[src/rtl/pio_xlat_pkg.sv]
package pio_xlat_pkg;
    localparam int AW      = 32;
    localparam int LANES   = 4;
    localparam int DW      = 8 * LANES;
    localparam int BEW     = 2 * LANES;
    localparam int WW      = 2 * DW;
    localparam int SIZE_W  = 3;
    localparam int VEC_W   = 8;

    typedef enum logic [1:0] {
        RG_NONE,
        RG_IO,
        RG_IACK,
        RG_MEM
    } region_e;

    typedef struct packed {
        logic             io_req;
        logic             mem_req;
        logic             iack_stb;
        logic             err_stb;
        logic             we;
        logic [AW-1:0]    addr;
        logic [BEW-1:0]   be;
        logic [WW-1:0]    wdata;
        logic [VEC_W-1:0] iack_data;
    } dn_t;
endpackage

[src/rtl/pio_region_dec.sv]
module pio_region_dec
    import pio_xlat_pkg::*;
#(
    parameter logic [AW-1:0] IO_BASE      = 32'h8000_0000,
    parameter int            IO_SPAN_LOG2 = 23,
    parameter logic [AW-1:0] IACK_ADDR    = 32'hBFFF_FFF0,
    parameter logic [AW-1:0] MEM_BASE     = 32'hC000_0000,
    parameter logic [AW-1:0] MEM_SPAN     = 32'h3F00_0000
) (
    input  logic [AW-1:0]           addr,
    output region_e                 region,
    output logic [IO_SPAN_LOG2-1:0] io_off,
    output logic [AW-1:0]           mem_off
);
    logic io_hit;
    logic mem_hit;
    logic iack_hit;

    // The I/O window is naturally aligned, so a compare of the upper bits decides it.
    assign io_hit   = (addr[AW-1:IO_SPAN_LOG2] == IO_BASE[AW-1:IO_SPAN_LOG2]);
    assign mem_off  = addr - MEM_BASE;
    assign mem_hit  = (addr >= MEM_BASE) && (mem_off < MEM_SPAN);
    assign iack_hit = (addr == IACK_ADDR);
    assign io_off   = addr[IO_SPAN_LOG2-1:0];

    always_comb begin
        if (iack_hit)     region = RG_IACK;
        else if (io_hit)  region = RG_IO;
        else if (mem_hit) region = RG_MEM;
        else              region = RG_NONE;
    end
endmodule

[src/rtl/pio_port_fold.sv]
module pio_port_fold #(
    parameter int IO_SPAN_LOG2 = 23,
    parameter int PORT_W       = 16,
    parameter int PAGE_LOG2    = 12,
    parameter int KEEP_LO      = 5
) (
    input  logic [IO_SPAN_LOG2-1:0] io_off,
    input  logic                    sparse,
    output logic [PORT_W-1:0]       port
);
    localparam int SPARSE_W = IO_SPAN_LOG2 - PAGE_LOG2 + KEEP_LO;

    logic [PORT_W-1:0] flat_port;
    logic [PORT_W-1:0] sparse_port;

    assign flat_port = io_off[PORT_W-1:0];

    generate
        if (SPARSE_W >= PORT_W) begin : g_sp_trunc
            logic [SPARSE_W-1:0] sp_full;
            assign sp_full     = {io_off[IO_SPAN_LOG2-1:PAGE_LOG2], io_off[KEEP_LO-1:0]};
            assign sparse_port = sp_full[PORT_W-1:0];
        end else begin : g_sp_ext
            assign sparse_port = PORT_W'({io_off[IO_SPAN_LOG2-1:PAGE_LOG2], io_off[KEEP_LO-1:0]});
        end
    endgenerate

    assign port = sparse ? sparse_port : flat_port;
endmodule

[src/rtl/pio_lane_map.sv]
module pio_lane_map
    import pio_xlat_pkg::*;
(
    input  logic [1:0]        lane,
    input  logic [SIZE_W-1:0] size,
    input  logic [DW-1:0]     wdata,
    output logic [BEW-1:0]    be,
    output logic [WW-1:0]     wdata_out
);
    logic [LANES-1:0] mask;
    logic [DW-1:0]    kept;

    generate
        for (genvar k = 0; k < LANES; k++) begin : g_lane
            assign mask[k]        = (SIZE_W'(k) < size);
            assign kept[8*k +: 8] = mask[k] ? wdata[8*k +: 8] : 8'h00;
        end
    endgenerate

    assign be        = BEW'(mask) << lane;
    assign wdata_out = WW'(kept) << {lane, 3'b000};
endmodule

[src/rtl/pio_window_xlat.sv]
module pio_window_xlat
    import pio_xlat_pkg::*;
#(
    parameter logic [AW-1:0] IO_BASE      = 32'h8000_0000,
    parameter int            IO_SPAN_LOG2 = 23,
    parameter int            PORT_W       = 16,
    parameter logic [AW-1:0] IACK_ADDR    = 32'hBFFF_FFF0,
    parameter logic [AW-1:0] MEM_BASE     = 32'hC000_0000,
    parameter logic [AW-1:0] MEM_SPAN     = 32'h3F00_0000
) (
    input  logic              clk,
    input  logic              rst_n,
    input  logic              cpu_req,
    input  logic              cpu_we,
    input  logic [31:0]       cpu_addr,
    input  logic [2:0]        cpu_size,
    input  logic [31:0]       cpu_wdata,
    input  logic              map_sparse,
    input  logic [7:0]        iack_vector,
    output logic              io_req,
    output logic              mem_req,
    output logic              iack_stb,
    output logic              err_stb,
    output logic              dn_we,
    output logic [31:0]       dn_addr,
    output logic [7:0]        dn_be,
    output logic [63:0]       dn_wdata,
    output logic [7:0]        iack_data
);
    region_e                 region;
    logic [IO_SPAN_LOG2-1:0] io_off;
    logic [AW-1:0]           mem_off;
    logic [PORT_W-1:0]       port;
    logic [BEW-1:0]          lane_be;
    logic [WW-1:0]           lane_wdata;
    logic                    size_ok;
    dn_t                     out_d;
    dn_t                     out_q;

    pio_region_dec #(
        .IO_BASE      (IO_BASE),
        .IO_SPAN_LOG2 (IO_SPAN_LOG2),
        .IACK_ADDR    (IACK_ADDR),
        .MEM_BASE     (MEM_BASE),
        .MEM_SPAN     (MEM_SPAN)
    ) u_dec (
        .addr    (cpu_addr),
        .region  (region),
        .io_off  (io_off),
        .mem_off (mem_off)
    );

    pio_port_fold #(
        .IO_SPAN_LOG2 (IO_SPAN_LOG2),
        .PORT_W       (PORT_W)
    ) u_fold (
        .io_off (io_off),
        .sparse (map_sparse),
        .port   (port)
    );

    pio_lane_map u_lanes (
        .lane      (cpu_addr[1:0]),
        .size      (cpu_size),
        .wdata     (cpu_wdata),
        .be        (lane_be),
        .wdata_out (lane_wdata)
    );

    assign size_ok = (cpu_size == 3'd1) || (cpu_size == 3'd2) || (cpu_size == 3'd4);

    always_comb begin
        out_d = '0;
        if (cpu_req) begin
            if (!size_ok) begin
                out_d.err_stb = 1'b1;
            end else begin
                unique case (region)
                    RG_IO: begin
                        out_d.io_req = 1'b1;
                        out_d.we     = cpu_we;
                        out_d.addr   = AW'(port);
                        out_d.be     = lane_be;
                        out_d.wdata  = lane_wdata;
                    end
                    RG_MEM: begin
                        out_d.mem_req = 1'b1;
                        out_d.we      = cpu_we;
                        out_d.addr    = mem_off;
                        out_d.be      = lane_be;
                        out_d.wdata   = lane_wdata;
                    end
                    RG_IACK: begin
                        if (cpu_size != 3'd1) begin
                            out_d.err_stb = 1'b1;
                        end else if (!cpu_we) begin
                            out_d.iack_stb  = 1'b1;
                            out_d.iack_data = iack_vector;
                        end
                    end
                    default: begin
                        out_d.err_stb = 1'b1;
                    end
                endcase
            end
        end
    end

    always_ff @(posedge clk) begin
        if (!rst_n) out_q <= '0;
        else        out_q <= out_d;
    end

    assign io_req    = out_q.io_req;
    assign mem_req   = out_q.mem_req;
    assign iack_stb  = out_q.iack_stb;
    assign err_stb   = out_q.err_stb;
    assign dn_we     = out_q.we;
    assign dn_addr   = out_q.addr;
    assign dn_be     = out_q.be;
    assign dn_wdata  = out_q.wdata;
    assign iack_data = out_q.iack_data;
endmodule

[config.mk]
export PLATFORM = sky130hd
export DESIGN_NAME = pio_window_xlat
export DESIGN_NICKNAME = d
export VERILOG_FILES = /design/src/rtl/pio_xlat_pkg.sv /design/src/rtl/pio_region_dec.sv /design/src/rtl/pio_port_fold.sv /design/src/rtl/pio_lane_map.sv /design/src/rtl/pio_window_xlat.sv
export SDC_FILE = /design/constraint.sdc
export NUM_CORES = 1
export LEC_CHECK = 0
export BUFFER_PORTS_ARGS = -buffer_cell sky130_fd_sc_hd__buf_2
export CAP_MARGIN = 20
export CORE_AREA = 2 2 107 109
export DETAILED_ROUTE_END_ITERATION = 12
export DIE_AREA = 0 0 109 111
export GPL_ROUTABILITY_DRIVEN = 0
export PLACE_DENSITY = 0.79
export SKIP_CTS_REPAIR_TIMING = 1
export SLEW_MARGIN = 5
export SYNTH_ARGS = -nofsm -noshare
export SYNTH_HDL_FRONTEND = slang
export SYNTH_HIERARCHICAL = 1
export SYNTH_SLANG_ARGS = --single-unit
[constraint.sdc]
create_clock -name clk -period 2.5 [get_ports clk]
set_input_delay 0.125 -clock clk [delete_from_list [all_inputs] [get_ports clk]]
set_output_delay 0.125 -clock clk [all_outputs]
set_load 0.05 [all_outputs]
After elaboration in Yosys (flattened, before gate mapping)
Index checks and enable logic that the tools add are counted.
{ "word_totals": {"ff_bits": 117, "latchBits": 0, "mem_bits_rw": 0, "rom_bits": 0, "in_bits": 80, "out_inout_bits": 117, "word_cells": 54, "n_memories": 0} }
{ "classes": {"n_addsub": 1, "n_mul": 0, "n_div": 0, "magnitude_cmp": 6, "eq_ne": 9, "shift": 2, "n_mux": 15, "bitwise_logic": 4, "reduce_logical": 8} }
{ "ops": {"columns": ["operator", "count"], "rows": [
  ["105-bit case mux with 2 select lines", 1],
  ["32-bit by 5-bit << shifter with 64-bit output", 1],
  ["32-bit == test, second input constant", 1],
  ["32-bit >= comparator, second input constant", 1],
  ["32-bit by 30-bit less-than comparator with 1-bit output, second input constant", 1],
  ["8-bit 2-to-1 mux", 4],
  ["32-bit subtractor, second input constant", 1],
  ["16-bit 2-to-1 mux", 1],
  ["9-bit == test, second input constant", 1],
  ["4-bit by 2-bit << shifter with 8-bit output", 1],
  ["1-bit by 3-bit less-than comparator with 1-bit output, first input constant", 2],
  ["2-bit by 3-bit less-than comparator with 1-bit output, first input constant", 2],
  ["2-bit 2-to-1 mux", 3],
  ["6-bit OR reduction", 1],
  ["1-bit 2-to-1 mux", 5],
  ["5-bit OR reduction", 1],
  ["2-bit == test, second input constant", 2],
  ["1-bit inverter", 4],
  ["3-bit by 1-bit == test with 1-bit output, second input constant", 1],
  ["3-bit by 2-bit == test with 1-bit output, second input constant", 1],
  ["3-bit == test, second input constant", 1],
  ["3-bit by 1-bit != test with 1-bit output, second input constant", 1],
  ["3-bit AND reduction", 1],
  ["2-bit by 1-bit == test with 1-bit output, second input constant", 1],
  ["other kinds (5)", 6]
]} }

Longest topological paths before layout
{ "depth": {"depth_word": 10, "mapped_depth": 10, "depth_no_buf": 9} }

Hierarchy
Netlist, hierarchy kept.
{ "by_module_without_submodules": {"columns": ["module", "instances", "cells_per_inst", "area_each_um2", "seq_area_each_um2"], "rows": [
  ["pio_window_xlat", 1, 274, 3358.2, 2342.2],
  ["pio_lane_map", 1, 148, 1174.9, 0.0],
  ["pio_region_dec", 1, 81, 580.6, 0.0],
  ["pio_port_fold", 1, 17, 210.2, 0.0]
]} }

Worst setup path after synthesis
OpenSTA, ideal clock, no wires.
{ "synth_path": {"path_type": "input -> register", "startpoint": "input cpu_addr[1]", "endpoint": "register out_q (netlist bit dn_addr[16])", "setup_time_ns": 0.116, "arrival_time_ns": 1.738, "required_time_ns": 2.384, "setup_slack_ns": 0.646, "stages": 8, "path_buffers": 1, "cell_sequence": "or4b_1 nor4_2 nand3_1 a21boi_1 and3_1 o211a_4 buf_2 and3_1"} }
{ "synth_via": {"elab_chain_len": 8, "elab_cells_between_ends": 11, "classes_between": "1 x add/sub; 2 x order compare; 3 x eq/ne; 4 x mux; 1 x reduce/logical"} }
{ "synth_rtl": {"columns": ["element", "line", "rtl"], "rows": [
  ["start: declaration", "pio_window_xlat.sv:15", "input logic [31:0] cpu_addr,"],
  ["32-bit subtractor", "pio_region_dec.sv:21", "assign mem_off = addr - MEM_BASE;"],
  ["32-bit by 30-bit less-than comparator with 1-bit output", "pio_region_dec.sv:22", "assign mem_hit = (addr >= MEM_BASE) && (mem_off < MEM_SPAN);"],
  ["1-bit logical AND", "pio_region_dec.sv:22", null],
  ["2-bit 2-to-1 mux", "pio_region_dec.sv:29", "else if (mem_hit) region = RG_MEM;"],
  ["2-bit 2-to-1 mux", "pio_region_dec.sv:28", "else if (io_hit) region = RG_IO;"],
  ["2-bit 2-to-1 mux *", "pio_region_dec.sv:27", "if (iack_hit) region = RG_IACK;"],
  ["net region[0]", "pio_window_xlat.sv:30", "region_e region;"],
  ["2-bit == test or 2-bit by 1-bit == test with 1-bit output (tied branches)", "pio_window_xlat.sv:78", "unique case (region)"],
  ["105-bit case mux with 2 select lines *", "pio_window_xlat.sv:78", null],
  ["end signal: assignment", "pio_window_xlat.sv:111", "else out_q <= out_d;"],
  ["end: declaration", "pio_window_xlat.sv:38", "dn_t out_q;"]
]} }
The timed path passes the listed nets; every way through them passes the cells marked *.
A chain may end at the register's enable or synchronous reset.

Final worst setup path
{ "layout_path": {"startpoint": "input cpu_addr[26]", "endpoint": "register out_q (netlist bit dn_wdata[33])"} }
The elaborated chain is that of the path after synthesis.

==> results.sh <==
export IMPL_post_route_worst_setup_slack_ns=0.238
export IMPL_ant_nets=0
export IMPL_status="complete, but fails checks"
export IMPL_drtPass1Iterations=4
export IMPL_end_kind="register"
export IMPL_start_util_pct=48.1
export IMPL_cp_data_required_time_ns=2.85
export IMPL_timing_setup_tns_ns=0
export IMPL_clock_fmax_mhz=442
export IMPL_htreeDepth=4
export IMPL_antenna_diode_count=0
export IMPL_grt_pass1_vias=3922
export IMPL_syn_area_per_cell_um2=10.2
export IMPL_die_area_um2=12100
export IMPL_hpwl_mm=9.11
export IMPL_setup_viol=0
export IMPL_p_leak_nw=3.38
export IMPL_worstPathMaxFanout=90
export IMPL_cts_buffers=17
export IMPL_worstPathArrival_ns=2.61
export IMPL_layout_drive_gt1_share_pct=39.6
export IMPL_violations="negative hold slack"
export IMPL_num_io_pins=197
export IMPL_yosysTopAreaCell="dfxtp_1"
export IMPL_yosysWarningCount=6
export IMPL_ys_types=47
export IMPL_slew_viol_final=0
export IMPL_grt_first_pass_wirelength_mm=19.5
export IMPL_grt_setup_unrepaired="no"
export IMPL_place_ws_ns=0.0524
export IMPL_finalCriticalPeriod_ns=2.26
export IMPL_grt_overflow=0
export IMPL_synth_cell_area_um2=5320
export IMPL_synthArstFlopShare_pct=0
export IMPL_tightestPinTransition_ns=0.832
export IMPL_layoutNonFillerInstCount=827
export IMPL_holdWs_ns=-0.0269
export IMPL_irDropWorstVdd_mv=0.494
export IMPL_syn_inst=520
export IMPL_clk_pin_slew_ns=0.05
export IMPL_dp_cells=772
export IMPL_synth_area_top_cells="dfxtp_1 44%, and2_1 12%, buf_4 9.4%"
export IMPL_clk_path_buf_depth=2
export IMPL_synth_main_ff_cell="dfxtp_1"
export IMPL_hold_violations=6
export IMPL_drt_first_iter_violations=139
export IMPL_die_x_um=109
export IMPL_grt_antenna_before_repair=0
export IMPL_clkSinkCount=117
export IMPL_area_delta_synth_final_pct=26.3
export IMPL_vias=4085
export IMPL_ys_seq_area_share_pct=44.0
export IMPL_die_y_um=111
export IMPL_grt_max_degree=91
export IMPL_fin_util_pct=60.7
export IMPL_tritoncts="done"
export IMPL_slew_headroom_pct=44.3
export IMPL_synth_edf_count=0
export IMPL_route_detailed_drc=0
export IMPL_power_density_nw_per_um2=736
export IMPL_core_um2=11100
export IMPL_cts_root_buffer="clkbuf_16"
export IMPL_routed_via_density=4.94
export IMPL_final_nets=754
export IMPL_hp_class="primary input to register"
export IMPL_portBuffers=196
export IMPL_fin_crit_sh_pct=90.5
export IMPL_synth_seq_cells=117
export IMPL_mostFrequentLayoutCells="196 x buf_2, 117 x dfxtp_1, 98 x and2_1"
export IMPL_start_kind="primary input"
export IMPL_rows=39
export IMPL_crit_type="primary input to register"
export IMPL_synth_top_cell_area_share_pct=44.0
export IMPL_final_common_cell="buf_2"
export IMPL_wl_mm=12.9
export IMPL_cap_violations=0
export IMPL_grt_util_all_layers_pct=21.2
export IMPL_routedWlPerCell_um=15.6
where the power goes:
part	leakage (nW)	switching, mW	internal [mW]	total, mW
logic	2.13	0.271	0.216	0.487
registers	0.943	0.00318	1.88	1.88
clock network	0.306	0.811	1.77	2.58
total	3.38	1.09	3.86	4.95
cells in the mapped netlist (all sizes together) (2+ instances only):
| cell | count |
|---|---|
| nand3 | 4 |
| and3 | 19 |
| nor2 | 30 |
| nor3b | 2 |
| nor2b | 8 |
| a22oi | 8 |
| mux2 | 36 |
| nor4 | 2 |
| nand2 | 8 |
| and2 | 98 |
| a22o | 16 |
| dfxtp | 117 |
| o21ai | 2 |
| buf | 83 |
| nor3 | 8 |
| inv | 4 |
| a32oi | 8 |
| clkbuf | 15 |
| a21oi | 6 |
| ha | 3 |
| mux2i | 24 |
| nand4 | 3 |
layout make-up:
cell class / instances / area, µm²
multi-input cells: 309 / 2320
clock inverters: 8 / 145
inverters: 4 / 15.0
repair buffers: 222 / 1230
fillers: 907 / 4350
well taps: 143 / 179
clock buffers: 24 / 492
flip-flops and latches: 117 / 2340
sequential cells by signal (all words and copies together), names as in the netlist:
name       flops
dn_addr       32
mem_req        1
iack_stb       1
dn_be          8
iack_data      8
dn_wdata      64
dn_we          1
err_stb        1
io_req         1
cells by family (layout without fill, tap and decap cells):
group,count (synthesis),in the layout,share of synthesized area (%)
flip-flops,117,117,44.0
buffers and inverters,102,258,13.0
other,1,9,0.0704
multiplexers,60,60,13.4
AND/OR/NAND/NOR,188,188,21.4
adder cells (fa/ha/maj),3,3,0.705
AO/OA/AOI/OAI,48,48,7.26
XOR/XNOR,1,1,0.165
through the flow:
stage / area (µm²) / power (mW)
after floorplan: 5350 / 2.30
after global placement: 5860 / 2.36
after detailed placement: 5860 / 2.37
after CTS: 6490 / 4.96
after global routing: 6720 / 5.12
final: 6720 / 4.95
critical path: stages:
cell,delay (ns)
dlygate4sd3_1,0.54
buf_2,0.14
nor3_1,0.18
nand3_1,0.14
a21boi_1,0.31
and3_1,0.27
o211a_4,0.65
and2_1,0.23
final timing paths:
path / endpoint / startpoint / slack [ns] / depth (start not counted)
worst max-delay path: dn_wdata[33] / cpu_addr[26] / 0.24 / 8
worst min-delay path: dn_addr[17] / cpu_addr[17] / -0.03 / 2
per-layer routing:
layer  GRT usage [%]  routed length, µm  up-vias
met2            35.4               6410      185
li1                -                  -     1981
met3            8.23               1160       19
met5               0                  0        -
met1            23.0               5120     1900
met4            10.3                243        0
(Power assumes the default switching activity.)
